$ cat src/rtl/spi_csh_pkg.sv
package spi_csh_pkg;
    typedef enum logic {
        WD_IDLE  = 1'b0,
        WD_ARMED = 1'b1
    } wd_state_e;
endpackage

$ cat src/rtl/csh_sync.sv
module csh_sync #(
    parameter int STAGES  = 2,
    parameter bit RST_VAL = 1'b1
) (
    input  logic clk,
    input  logic rst_n,
    input  logic async_i,
    output logic sync_o
);
    logic [STAGES-1:0] chain_q;
    logic [STAGES-1:0] chain_d;

    always_comb begin
        chain_d = {chain_q[STAGES-2:0], async_i};
    end

    always_ff @(posedge clk or negedge rst_n) begin
        if (!rst_n) chain_q <= {STAGES{RST_VAL}};
        else        chain_q <= chain_d;
    end

    assign sync_o = chain_q[STAGES-1];
endmodule

$ cat src/rtl/csh_hold.sv
module csh_hold #(
    parameter int HOLD_W = 5
) (
    input  logic              clk,
    input  logic              rst_n,
    input  logic              master_i,
    input  logic              done_i,
    input  logic [HOLD_W-1:0] hold_cfg_i,
    output logic              hold_o,
    output logic              release_o
);
    typedef struct packed {
        logic              active;
        logic [HOLD_W-1:0] cnt;
        logic              rel;
    } hold_t;

    hold_t d, q;

    always_comb begin
        d     = q;
        d.rel = 1'b0;
        if (!q.active) begin
            if (done_i && master_i) begin
                d.active = 1'b1;
                d.cnt    = hold_cfg_i;
            end
        end else if (q.cnt == '0) begin
            d.active = 1'b0;
            d.rel    = 1'b1;
        end else begin
            d.cnt = q.cnt - 1'b1;
        end
    end

    always_ff @(posedge clk or negedge rst_n) begin
        if (!rst_n) q <= '0;
        else        q <= d;
    end

    assign hold_o    = q.active;
    assign release_o = q.rel;

    AST_HOLD_COUNTDOWN: assert property (@(posedge clk) disable iff (!rst_n)
        (q.active && q.cnt != '0) |=> (q.active && q.cnt == HOLD_W'($past(q.cnt) - 1'b1)));
    AST_RELEASE_ENDS_HOLD: assert property (@(posedge clk) disable iff (!rst_n)
        release_o |-> !hold_o);
    AST_RELEASE_SINGLE: assert property (@(posedge clk) disable iff (!rst_n)
        release_o |=> !release_o);
endmodule

$ cat src/rtl/csh_wdog.sv
module csh_wdog
    import spi_csh_pkg::*;
#(
    parameter int TO_W = 8
) (
    input  logic            clk,
    input  logic            rst_n,
    input  logic            master_i,
    input  logic            start_i,
    input  logic            ena_idle_i,
    input  logic            tick_i,
    input  logic [TO_W-1:0] to_cfg_i,
    input  logic            clr_i,
    output logic            desync_o
);
    typedef struct packed {
        wd_state_e       st;
        logic [TO_W-1:0] cnt;
        logic            flag;
    } wd_t;

    wd_t  d, q;
    logic hit;

    always_comb begin
        d   = q;
        hit = 1'b0;
        case (q.st)
            WD_IDLE: begin
                if (start_i && master_i && to_cfg_i != '0) begin
                    d.st  = WD_ARMED;
                    d.cnt = to_cfg_i;
                end
            end
            WD_ARMED: begin
                if (!master_i || ena_idle_i) begin
                    d.st = WD_IDLE;
                end else if (tick_i) begin
                    if (q.cnt == TO_W'(1)) begin
                        hit  = 1'b1;
                        d.st = WD_IDLE;
                    end else begin
                        d.cnt = q.cnt - 1'b1;
                    end
                end
            end
            default: d.st = WD_IDLE;
        endcase
        if (clr_i) d.flag = 1'b0;
        if (hit)   d.flag = 1'b1;
    end

    always_ff @(posedge clk or negedge rst_n) begin
        if (!rst_n) q <= '{st: WD_IDLE, cnt: '0, flag: 1'b0};
        else        q <= d;
    end

    assign desync_o = q.flag;

    AST_DESYNC_STICKY: assert property (@(posedge clk) disable iff (!rst_n)
        (q.flag && !clr_i) |=> q.flag);
    AST_CLEAR_TAKES: assert property (@(posedge clk) disable iff (!rst_n)
        (clr_i && q.st == WD_IDLE) |=> !q.flag);
    AST_ZERO_NEVER_ARMS: assert property (@(posedge clk) disable iff (!rst_n)
        (q.st == WD_IDLE && to_cfg_i == '0) |=> q.st == WD_IDLE);
    AST_SLAVE_NO_SET: assert property (@(posedge clk) disable iff (!rst_n)
        (!master_i && !q.flag) |=> !q.flag);
    AST_RELEASED_DISARMS: assert property (@(posedge clk) disable iff (!rst_n)
        (q.st == WD_ARMED && ena_idle_i) |=> q.st == WD_IDLE);
endmodule

$ cat src/rtl/spi_cs_hold_wdog.sv
module spi_cs_hold_wdog #(
    parameter int HOLD_W    = 5,
    parameter int TO_W      = 8,
    parameter int SYNC_DEPTH = 2
) (
    input  logic              clk,
    input  logic              rst_n,
    input  logic              master_i,
    input  logic              busy_i,
    input  logic              done_i,
    input  logic              tick_i,
    input  logic              ena_n_i,
    input  logic [HOLD_W-1:0] hold_cfg_i,
    input  logic [TO_W-1:0]   to_cfg_i,
    input  logic              clr_i,
    output logic              cs_n_o,
    output logic              desync_o
);
    logic hold_w;
    logic release_w;
    logic ena_idle_w;

    csh_sync #(.STAGES(SYNC_DEPTH), .RST_VAL(1'b1)) u_sync (
        .clk     (clk),
        .rst_n   (rst_n),
        .async_i (ena_n_i),
        .sync_o  (ena_idle_w)
    );

    csh_hold #(.HOLD_W(HOLD_W)) u_hold (
        .clk        (clk),
        .rst_n      (rst_n),
        .master_i   (master_i),
        .done_i     (done_i),
        .hold_cfg_i (hold_cfg_i),
        .hold_o     (hold_w),
        .release_o  (release_w)
    );

    csh_wdog #(.TO_W(TO_W)) u_wdog (
        .clk        (clk),
        .rst_n      (rst_n),
        .master_i   (master_i),
        .start_i    (release_w),
        .ena_idle_i (ena_idle_w),
        .tick_i     (tick_i),
        .to_cfg_i   (to_cfg_i),
        .clr_i      (clr_i),
        .desync_o   (desync_o)
    );

    assign cs_n_o = !(master_i && (busy_i || hold_w));

    AST_RELEASE_RAISES_CS: assert property (@(posedge clk) disable iff (!rst_n)
        (release_w && !busy_i) |-> cs_n_o);
endmodule

$ cat config.mk
export PLATFORM = sky130hd
export DESIGN_NAME = spi_cs_hold_wdog
export DESIGN_NICKNAME = d
export VERILOG_FILES = /design/src/rtl/spi_csh_pkg.sv /design/src/rtl/csh_sync.sv /design/src/rtl/csh_hold.sv /design/src/rtl/csh_wdog.sv /design/src/rtl/spi_cs_hold_wdog.sv
export SDC_FILE = /design/constraint.sdc
export NUM_CORES = 1
export LEC_CHECK = 0
export BUFFER_PORTS_ARGS = -buffer_cell sky130_fd_sc_hd__buf_2
export CAP_MARGIN = 10
export CORE_MARGIN = 5
export CORE_UTILIZATION = 60
export CTS_BUF_LIST = sky130_fd_sc_hd__clkbuf_4
export CTS_CLUSTER_SIZE = 24
export DETAILED_ROUTE_END_ITERATION = 6
export PLACE_DENSITY = 0.92
export RECOVER_POWER = 50
export SYNTH_ARGS = -nofsm -noshare
export SYNTH_HDL_FRONTEND = slang
export SYNTH_SLANG_ARGS = --single-unit
$ cat constraint.sdc
create_clock -name clk -period 3.7 [get_ports clk]
set_clock_uncertainty 0.1 [all_clocks]
set_input_delay 0 -clock clk [delete_from_list [all_inputs] [get_ports clk]]
set_output_delay 0 -clock clk [all_outputs]
set_load 0.02 [all_outputs]
==> After elaboration in Yosys (flattened, before gate mapping) <==
Index checks and enable logic that the tools add are counted.
{ "word_totals": {"inputBits": 21, "regBits": 19, "word_cells": 49} }
{ "classes": {"n_mux": 19, "eq_ne": 6, "bitwise_logic": 1, "reduce_logical": 14, "add_sub_neg": 2} }
{ "op_table": {"columns": ["op", "count"], "rows": [
  ["$mux W9", 2],
  ["$pmux W9 S2", 1],
  ["$mux W8", 2],
  ["$mux W6", 2],
  ["$mux W1", 11],
  ["$eq A8 B1 Y1 const B", 1],
  ["$ne A2 B2 Y1 const B", 4],
  ["$reduce_bool A8 Y1", 1],
  ["$sub A8 B1 Y8 const B", 1],
  ["$logic_not A5 Y1", 1],
  ["$mux W5", 1],
  ["$sub A5 B1 Y5 const B", 1],
  ["$logic_and A1 B1 Y1", 4],
  ["$reduce_and A4 Y1", 1],
  ["$reduce_bool A2 Y1", 2],
  ["$logic_not A1 Y1", 2],
  ["$logic_or A1 B1 Y1", 2],
  ["$ne A2 B1 Y1 const B", 1],
  ["$reduce_and A2 Y1", 1],
  ["$not A1 Y1", 1]
]} }

==> Logic depth before layout (Yosys ltp) <==
Gate-level depths: netlist of the first run.
{ "logic_depth": {"depth_word": 6, "mapped_depth": 6, "depth_no_buf": 6} }

==> Cells and area by module <==
Synthesis of the first run repeated with hierarchy kept, for this count alone.
{ "hier_totals": {"hier_cells": 117, "area_unflattened_um2": 1136.1} }
{ "by_module_without_submodules": {"columns": ["module", "area_each_um2", "seq_area_each_um2", "n_inst", "cells_per_inst"], "rows": [
  ["csh_wdog", 660.6, 250.2, 1, 73],
  ["csh_hold", 417.9, 175.2, 1, 41],
  ["csh_sync", 52.6, 52.6, 1, 2],
  ["spi_cs_hold_wdog", 5.0, 0.0, 1, 1]
]} }

==> Least setup slack after synthesis of the first run <==
OpenSTA, ideal clock, no wires.
{ "synth_path": {"kind": "reg-to-reg", "from": "reg u_wdog.q[1] (netlist name)", "to": "reg u_wdog.q[6] (netlist name)", "n_path_buf": 0, "stages_incl_launch_ff": 4, "slack_ps": 2136, "arrival_ps": 1331, "cell_sequence": "dfrtp_1 -> or4_1 -> o311ai_0 -> nand2_1"} }
{ "synth_between": {"elab_chain_len": 5, "elab_cells_between_ends": 8, "cone_classes": "1 x add/sub; 2 x eq/ne; 4 x mux; 1 x reduce/logical"} }
{ "synth_rtl": {"columns": ["element", "line_no", "rtl"], "rows": [
  ["from (decl)", "csh_wdog.sv:22", "wd_t d, q;"],
  ["from (signal assigned)", "csh_wdog.sv:54", "if (!rst_n) q <= '{st: WD_IDLE, cnt: '0, flag: 1'b0};"],
  ["$sub A8 B1 Y8", "csh_wdog.sv:43", "d.cnt = q.cnt - 1'b1;"],
  ["$mux W8", "csh_wdog.sv:39", "if (q.cnt == TO_W'(1)) begin"],
  ["$mux W9", "csh_wdog.sv:38", "end else if (tick_i) begin"],
  ["$mux W8", "csh_wdog.sv:36", "if (!master_i || ena_idle_i) begin"],
  ["$pmux W9 S2", "csh_wdog.sv:28", "case (q.st)"]
]} }
Parallel ways exist; a longest one is shown, timed or not. The select of a mux whose other input is x is not followed.
A chain may end at the register's enable or synchronous reset.

==> impl_metrics.tcl, run 1 <==
set metrics [dict create \
    status "finished, final reports clean" \
    drt-initial-drc-count 36 \
    clock.fmax_mhz 509 \
    htreeDepth 1 \
    crit_path_start_kind "flip-flop" \
    die_x_um 52.9 \
    synthCells 114 \
    rr_endpoint "u_wdog.q[9]" \
    syn_to_final_growth_pct 31.1 \
    p_comb_share_pct 41.0 \
    avgSynthCellArea_um2 9.69 \
    cts_root_buf "clkbuf_4" \
    p_sw_share_pct 41.4 \
    wl_met1_um 1170 \
    drt-pass1-iter-count 4 \
    r2r_cells 5 \
    p_int_uw 480 \
    pin_count 23 \
    wire_per_inst_um 14.8 \
    multi_input_area_um2 583 \
    p_leak_uw 0.000644 \
    finalMaxSlewViolations 0 \
    synth-edff-count 0 \
    route.met3.wl_um 182 \
    irDropWorstVdd_v 0.000387 \
    fillCellCount 96 \
    die_y_um 52.9 \
    synth.net_count 139 \
    regArea_um2 478 \
    grtUsageTotal_pct 22.9 \
    arrival_ps 2050 \
    routabilityCongestion 0.918 \
    viasPerCell 5.91 \
    r2r-start "u_wdog.q[6]" \
    rows 15 \
    synth_async_sr_flop_share_pct 100 \
    setup_viol 0 \
    power_frac_seq_pct 46.0 \
    hold_viol_final 0 \
    drive_gt1_share_pct 23.1 \
    fin_nets 182 \
    highest_layer "met4" \
    worstHoldStart "hold_cfg_i[1]" \
    core_area_um2 1750 \
    ctsResizeCount 0 \
    cts_tree "built" \
    cts_buffers 3 \
    route.detailed.drc 0 \
    initial_core_util_pct 63.3 \
    routed-wl-met2_um 1290 \
    synth_flop_cell "dfrtp_1" \
    die-area_um2 2800 \
    synth_cell_types 44 \
    worstPathRequired_ps 3790 \
    reg2reg_slack_ps 1730 \
    synth_area_um2 1100 \
    cts_max_path_buffers 2 \
    antenna_found_initial 0 \
    power.density_nw_per_um2 565 \
    final_cell_mix "buf_2, dlygate4sd3_1, dfrtp_1" \
    yosysWarningCount 0 \
    holdCritPathClass "input pin to flip-flop" \
    seq_area_frac_synth_pct 43.3 \
    cts.sinks 19 \
    period_minus_slack_ps 1970 \
    cts.clk_slew.worst_paths_ps 110 \
    routed-via-count 1069 \
    rsz0062_at_grt "no" \
    worst_pin_slew_ps 981 \
    port_buffers 22 \
    relSlewSlack_pct 34.6 \
    cp-endpoint "u_wdog.q[9]" \
    maxCapViolations 0 \
    cts_setup_buffers 0 \
    grt_pass1_wl_um 4710 \
    clkPwrFrac_pct 13.0 \
    end_kind "flip-flop" \
    overflow 0 \
    cp-startpoint "u_wdog.q[6]" \
    cp_max_fo 5 \
    p_sw_uw 339 \
    antenna_left 0 \
    drt-total-wl_um 2680 \
    dpl.hpwl_um 1790 \
    grt_pass1_vias 1054 \
    clock_latency_ps 310 \
    period_share_pct 53.1 \
    crit_type "flip-flop to flip-flop" \
    diodes 0 \
    ys_ff_latch 19 \
    grt_max_degree 20 \
    final_common_cell "buf_2" \
    whs_ps 46.5 \
    setup_tns_ps 0 \
]
## timing repair
item | CTS | global route
hold buffers | 19 | 0
endpoints found under the setup margin | 0 | 0
hold endpoints to repair | 35 | 0
## how the worst min path moves through the flow
stage | to | slack [ps] | cells past startpoint
2_1_floorplan | u_hold.hold_o | -400 | 0
3_3_place_gp | u_wdog.q[5] | -150 | 1
3_5_place_dp | u_wdog.q[7] | -140 | 1
4_1_cts | u_hold.q[2] | 20 | 4
5_1_grt | u_hold.q[2] | 50 | 4
6_report | u_hold.q[2] | 50 | 4
## logic make-up (layout without fill, tap and decap cells)
group / count (synthesis) / after routing / synth area share, %
simple gates: 42 / 42 / 22.3
mux: 1 / 1 / 0.906
flops: 19 / 19 / 43.3
compound gates: 37 / 37 / 25.0
fa+ha+maj: 4 / 4 / 4.53
buf+inv: 11 / 53 / 3.96
## stage by stage
stage	util [%]	instances	cell area [µm²]	total power [µW]	worst slack, ps
4_1_cts	83.1	181	1450	813	1780
5_1_grt	83.0	181	1450	890	1660
3_5_place_dp	70.6	158	1230	692	2050
3_3_place_gp	70.6	158	1230	667	2040
6_report	83.0	181	1450	819	1730
2_1_floorplan	-	114	1100	607	2140
## worst max-delay path, cell delays in order, from the launching register on
cell           delay (ps)
dfrtp_1               440
nor4_4                420
nand4_1               150
nand4b_1              110
dlygate4sd3_1         560
nand2_1                60
## cells in the mapped netlist, types with 3 or more instances
cell type | count | area (µm²)
o21ai_0 | 5 | 25.0
a22oi_1 | 4 | 30.0
nor3_1 | 4 | 20.0
dfrtp_1 | 17 | 425
a21oi_1 | 5 | 25.0
ha_1 | 4 | 50.1
inv_1 | 8 | 30.0
nor2_1 | 8 | 30.0
nand2_1 | 12 | 45.0
nor2b_1 | 3 | 18.8
## final cells by class
class / count / area share, %
Multi-Input combinational cell: 84 / 40.2
Timing Repair Buffer: 41 / 20.6
Clock inverter: 1 / 0.345
Tap cell: 25 / 2.16
Inverter: 8 / 2.07
Sequential cell: 19 / 33.0
Clock buffer: 3 / 1.55
## layer usage
metal	up-vias	GRT usage (%)
li1	512	-
met1	513	28.4
met2	39	38.4
met3	5	7.04
met4	0	5.96
met5	-	0
## state kept, by name, indices dropped and copies added (netlist names)
name / count
u_hold.hold_o: 1
u_wdog.q: 9
u_wdog.desync_o: 1
u_hold.release_o: 1
u_sync.chain_q: 2
u_hold.q: 5
## power groups by stage
stage	clock network, µW	logic [µW]	registers [µW]
after global routing	119	384	387
after global placement	0	295	372
after floorplan	0	257	350
after CTS	109	331	373
final	106	336	377
after detailed placement	0	315	377
No activity file was read; power rests on OpenSTA's default activity.
==> run 2: changes to the inputs <==
- CORE_UTILIZATION: 60 -> 56
- PLACE_DENSITY: 0.92 -> 0.87
- clock period: 3.7 -> 2 ns (I/O delays scaled with it)
==> impl_metrics.tcl, run 2 (synthesized netlist as in run 1, its figures left out) <==
set metrics [dict create \
    status "finished, final reports clean" \
    routed-via-count 1099 \
    total_power_uw 1580 \
    arrival_ps 2020 \
    port_buffers 22 \
    maxCapViolations 0 \
    period_share_pct 96.6 \
    clock_latency_ps 300 \
    setup_tns_ps 0 \
    p_leak_uw 0.000658 \
    r2r-start "u_wdog.q[5]" \
    worst_pin_slew_ps 1080 \
    initial_core_util_pct 57.5 \
    wire_per_inst_um 15.9 \
    final_util_pct 76.8 \
    die_y_um 54.4 \
    grt_max_degree 20 \
    dp_slack_ps 275 \
    ctsResizeCount 0 \
    htreeDepth 1 \
    die-area_um2 2960 \
    rr_endpoint "u_wdog.q[9]" \
    final_area_um2 1480 \
    drt-pass1-iter-count 6 \
    syn_to_final_growth_pct 33.5 \
    fillCellCount 139 \
    dpl.hpwl_um 2000 \
    routabilityCongestion 0.889 \
    diodes 0 \
    dpl_cell_area_um2 1240 \
    grt_pass1_wl_um 4890 \
    cp_max_fo 6 \
    cts.sinks 19 \
    pin_count 23 \
    reg2reg_slack_ps 70 \
    cts_tree "built" \
    core_area_um2 1920 \
    fin_nets 185 \
    final_common_cell "buf_2" \
    power.density_nw_per_um2 1070 \
    hold_end "u_hold.q[2]" \
    grtUsageTotal_pct 23.2 \
    drive_gt1_share_pct 23.9 \
    setup_ws_ps 68.3 \
    antenna_found_initial 0 \
    crit_path_start_kind "flip-flop" \
    crit_type "flip-flop to flip-flop" \
    irDropWorstVdd_v 0.000803 \
    holdCritPathClass "input pin to flip-flop" \
    drt-initial-drc-count 17 \
    final_cell_mix "buf_2, dlygate4sd3_1, dfrtp_1" \
    cts_buffers 3 \
    largest-register "u_wdog.q" \
    multi_input_area_um2 583 \
    period_minus_slack_ps 1930 \
    reg.largest.list "u_wdog.q (9), u_hold.q (5), u_sync.chain_q (2)" \
    worstPathRequired_ps 2090 \
    end_kind "flip-flop" \
    grt_pass1_vias 1092 \
    rows 16 \
    relSlewSlack_pct 28.3 \
    cts_max_path_buffers 2 \
    route.detailed.drc 0 \
    hold_depth 4 \
    finalMaxSlewViolations 0 \
    regArea_um2 478 \
    largest_reg_flops 9 \
    r2r_cells 5 \
    clock.fmax_mhz 518 \
    cts_root_buf "clkbuf_4" \
    setup_viol 0 \
    cts.clk_slew.worst_paths_ps 110 \
    drt-total-wl_um 2950 \
    antenna_left 0 \
    hold_viol_final 0 \
    viasPerCell 5.91 \
    overflow 0 \
    worstHoldStart "hold_cfg_i[1]" \
    die_x_um 54.4 \
]
## run 2: cell count changes in the layout (fill, tap and decap cells not counted), sizes merged
cell    before  now
clkinv       1    0
clkbuf       4    6
buf         21   23
## run 2: worst max path at each step
stage                           start           to  slack (ps)  depth (start not counted)
after global routing      u_wdog.q[5]  u_wdog.q[9]         -10                          5
after CTS                 u_wdog.q[6]  u_wdog.q[9]          60                          5
after detailed placement  u_wdog.q[1]  u_wdog.q[8]         280                          3
after floorplan           u_wdog.q[1]  u_wdog.q[6]         440                          3
after global placement    u_wdog.q[1]  u_wdog.q[8]         350                          3
final                     u_wdog.q[5]  u_wdog.q[9]          70                          5
## run 2: cell type report
type                    count  area share (%)
well taps                  27            2.29
multi-input cells          84            39.5
inverters                   8            2.04
flip-flops and latches     19            32.4
clock buffers               4            2.04
repair buffers             44            21.7
## run 2: worst max-delay path, cell delays in order, from the launching register on
cell and delay [ps]:
dfrtp_1 480, nor4_4 390, nand4_1 140, nand4b_1 100, dlygate4sd3_1 550, nand2_1 60
## run 2: per-layer routing
layer | global-route usage [%] | up-vias | routed length [µm]
met3 | 3.81 | 9 | 156
met5 | 0 | - | 0
li1 | - | 522 | -
met1 | 27.6 | 530 | 1180
met4 | 7.88 | 0 | 65
met2 | 42.0 | 38 | 1550
## run 2: timing repair
action,in CTS,in global routing
setup buffers,0,2
hold buffers,19,0
endpoints found under the hold margin,35,0
setup endpoints to repair,0,1
## run 2: through the flow
stage	hold WS (ps)	instances
detailed placement	-122	161
global placement	-138	161
global route	61.3	186
CTS	27.0	184
floorplan	-396	114
finish	30.3	186
## run 2: report_power, final
part	total [µW]	internal, µW	switching (µW)
Sequential	704	530	174
Combinational	665	313	353
Clock	215	91.4	123
==> run 3: changes to the inputs <==
- SYNTH_HIERARCHICAL: default -> 1
==> impl_metrics.tcl, run 3 <==
set metrics [dict create \
    synth_cell_types 39 \
    viasPerCell 6.15 \
    fillCellCount 142 \
    r2r_cells 6 \
    cts_root_buf "clkbuf_4" \
    ys_ff_latch 19 \
    antenna_left 0 \
    critical_path_depth 6 \
    relSlewSlack_pct 32.0 \
    yosys-top-cells-area "dfrtp_1, dfstp_2, ha_1, a21oi_1, inv_1" \
    critPathSlowestCell "or4b_4" \
    drive_gt1_share_pct 23.9 \
    overflow 0 \
    cp_slowest_stage_delay_ps 510 \
    routabilityCongestion 0.873 \
    setup_viol 0 \
    crit_path_start_kind "flip-flop" \
    die-area_um2 3030 \
    ctsResizeCount 0 \
    syn_to_final_growth_pct 30.1 \
    initial_core_util_pct 58.5 \
    final_area_um2 1480 \
    cts.sinks 19 \
    grt_pass1_wl_um 4840 \
    worstPathRequired_ps 2090 \
    grtUsageTotal_pct 22.2 \
    final_cell_mix "buf_2, dlygate4sd3_1, dfrtp_1" \
    period_share_pct 96.3 \
    largest_reg_flops 9 \
    synth_flop_cell "dfrtp_1" \
    antenna_found_initial 0 \
    rsz0062_at_grt "no" \
    worst_pin_slew_ps 1020 \
    crit_buf_inv 1 \
    maxCapViolations 0 \
    synth_top_area_share_pct 37.4 \
    drt-pass1-iter-count 5 \
    reg.largest.list "u_wdog/q (9), u_hold/q (5), u_sync/chain_q (2)" \
    ys_top_cells_by_count "dfrtp_1, inv_1, nand2_1" \
    route.detailed.drc 0 \
    period_minus_slack_ps 1930 \
    die_x_um 55.0 \
    routed-via-count 1143 \
    yosysWarningCount 6 \
    whs_ps 9.58 \
    crit_type "flip-flop to flip-flop" \
    final_common_cell "buf_2" \
    synth_async_sr_flop_share_pct 100 \
    rr_endpoint "u_wdog/q[8]" \
    synthCells 117 \
    clock_latency_ps 300 \
    p_leak_uw 0.000661 \
    htreeDepth 1 \
    path_cells "inv_1 > ha_1 > or4b_4 > o211ai_1 > or3_1 > nand3_1" \
    cp_top_family "simple AND/OR/NAND/NOR gates" \
    drt-initial-drc-count 83 \
    cp-startpoint "u_wdog/q[2]" \
    arrival_ps 2020 \
    fin_nets 185 \
    reg2reg_slack_ps 70 \
    dpl.hpwl_um 2030 \
    wire_per_inst_um 15.8 \
    finalMaxSlewViolations 0 \
    synth-edff-count 0 \
    pin_count 23 \
    drt-total-wl_um 2940 \
    status "finished, final reports clean" \
    yosysTopAreaCell "dfrtp_1" \
    port_buffers 22 \
    end_kind "flip-flop" \
    seq_area_frac_synth_pct 42.1 \
    r2r-start "u_wdog/q[2]" \
    holdCritPathClass "input pin to flip-flop" \
    hold_viol_final 0 \
    synth_most_common_cell "dfrtp_1" \
    avgSynthCellArea_um2 9.71 \
    cp-endpoint "u_wdog/q[8]" \
    die_y_um 55.0 \
    grt_max_degree 20 \
    synth.net_count 142 \
    power.density_nw_per_um2 1080 \
    rows 16 \
    dpl_cell_area_um2 1280 \
    synth_area_um2 1140 \
    clock.fmax_mhz 519 \
    cts.clk_slew.worst_paths_ps 110 \
    setup_tns_ps 0 \
    irDropWorstVdd_v 0.000706 \
    cts_max_path_buffers 2 \
    grt_pass1_vias 1115 \
    core_area_um2 1940 \
    diodes 0 \
    total_power_uw 1590 \
    largest-register "u_wdog/q" \
    cp_max_fo 4 \
    cts_buffers 3 \
    cts_tree "built" \
]
-- run 3: power by group --
part	leakage (µW)	internal (µW)	switching (µW)
logic	0.000406	334	374
registers	0.000238	523	163
clock network	0.0000177	74.6	124
-- run 3: worst register-to-register path, delay by kind of cell, from the launching register on --
| kind | cells | cell delay [ps] |
|---|---|---|
| and+or+nand+nor | 3 | 760 |
| DFF | 1 | 390 |
| buffers and inverters | 1 | 70 |
| adders and majority gates | 1 | 170 |
| AOI/OAI and AO/OA | 1 | 320 |
-- run 3: worst min path at each step --
stage	slack (ps)	to	from	cells past startpoint
2_1_floorplan	-400	u_hold/hold_o	rst_n	0
3_3_place_gp	-140	u_wdog/q[1]	rst_n	1
3_5_place_dp	-140	u_wdog/q[3]	rst_n	1
4_1_cts	10	u_hold/q[4]	done_i	4
5_1_grt	40	u_hold/q[4]	done_i	4
6_report	10	u_hold/q[1]	done_i	4
-- run 3: metrics by stage --
stage               instances  setup slack, ps  util [%]
finish                    186             74.5      76.1
global route              186             9.12      76.1
CTS                       186             99.1      76.2
detailed placement        165              106      66.0
global placement          165              133      66.0
floorplan                 117              135         -
-- run 3: final cells by class --
class	instances	area [µm²]	share of cell area, %
multi-input cells	84	596	40.3
clock inverters	1	5.00	0.339
well taps	27	33.8	2.29
inverters	9	33.8	2.29
repair buffers	43	309	20.9
clock buffers	3	22.5	1.52
flip-flops and latches	19	478	32.3
-- run 3: kinds of logic (layout without fill, tap and decap cells) --
logic type / count (synthesis) / in the layout / share of synthesized area (%)
adder cells (fa/ha/maj): 4 / 4 / 4.41
AND/OR/NAND/NOR: 45 / 45 / 24.8
AO/OA/AOI/OAI: 34 / 34 / 22.5
flip-flops: 19 / 19 / 42.1
buffers and inverters: 14 / 56 / 5.51
XOR/XNOR: 1 / 1 / 0.771
-- run 3: per-layer routing --
| layer | track usage (%) | part of all wire [%] |
|---|---|---|
| met1 | 28.5 | 43 |
| met2 | 37.8 | 47 |
| met3 | 3.49 | 6.7 |
| met4 | 7.69 | 3.0 |
| met5 | 0 | 0 |
-- run 3: repair_timing --
| item | in CTS | in global routing |
|---|---|---|
| hold buffers | 17 | 0 |
| hold endpoints to repair | 34 | 0 |
| buffers inserted | 0 | 0 |
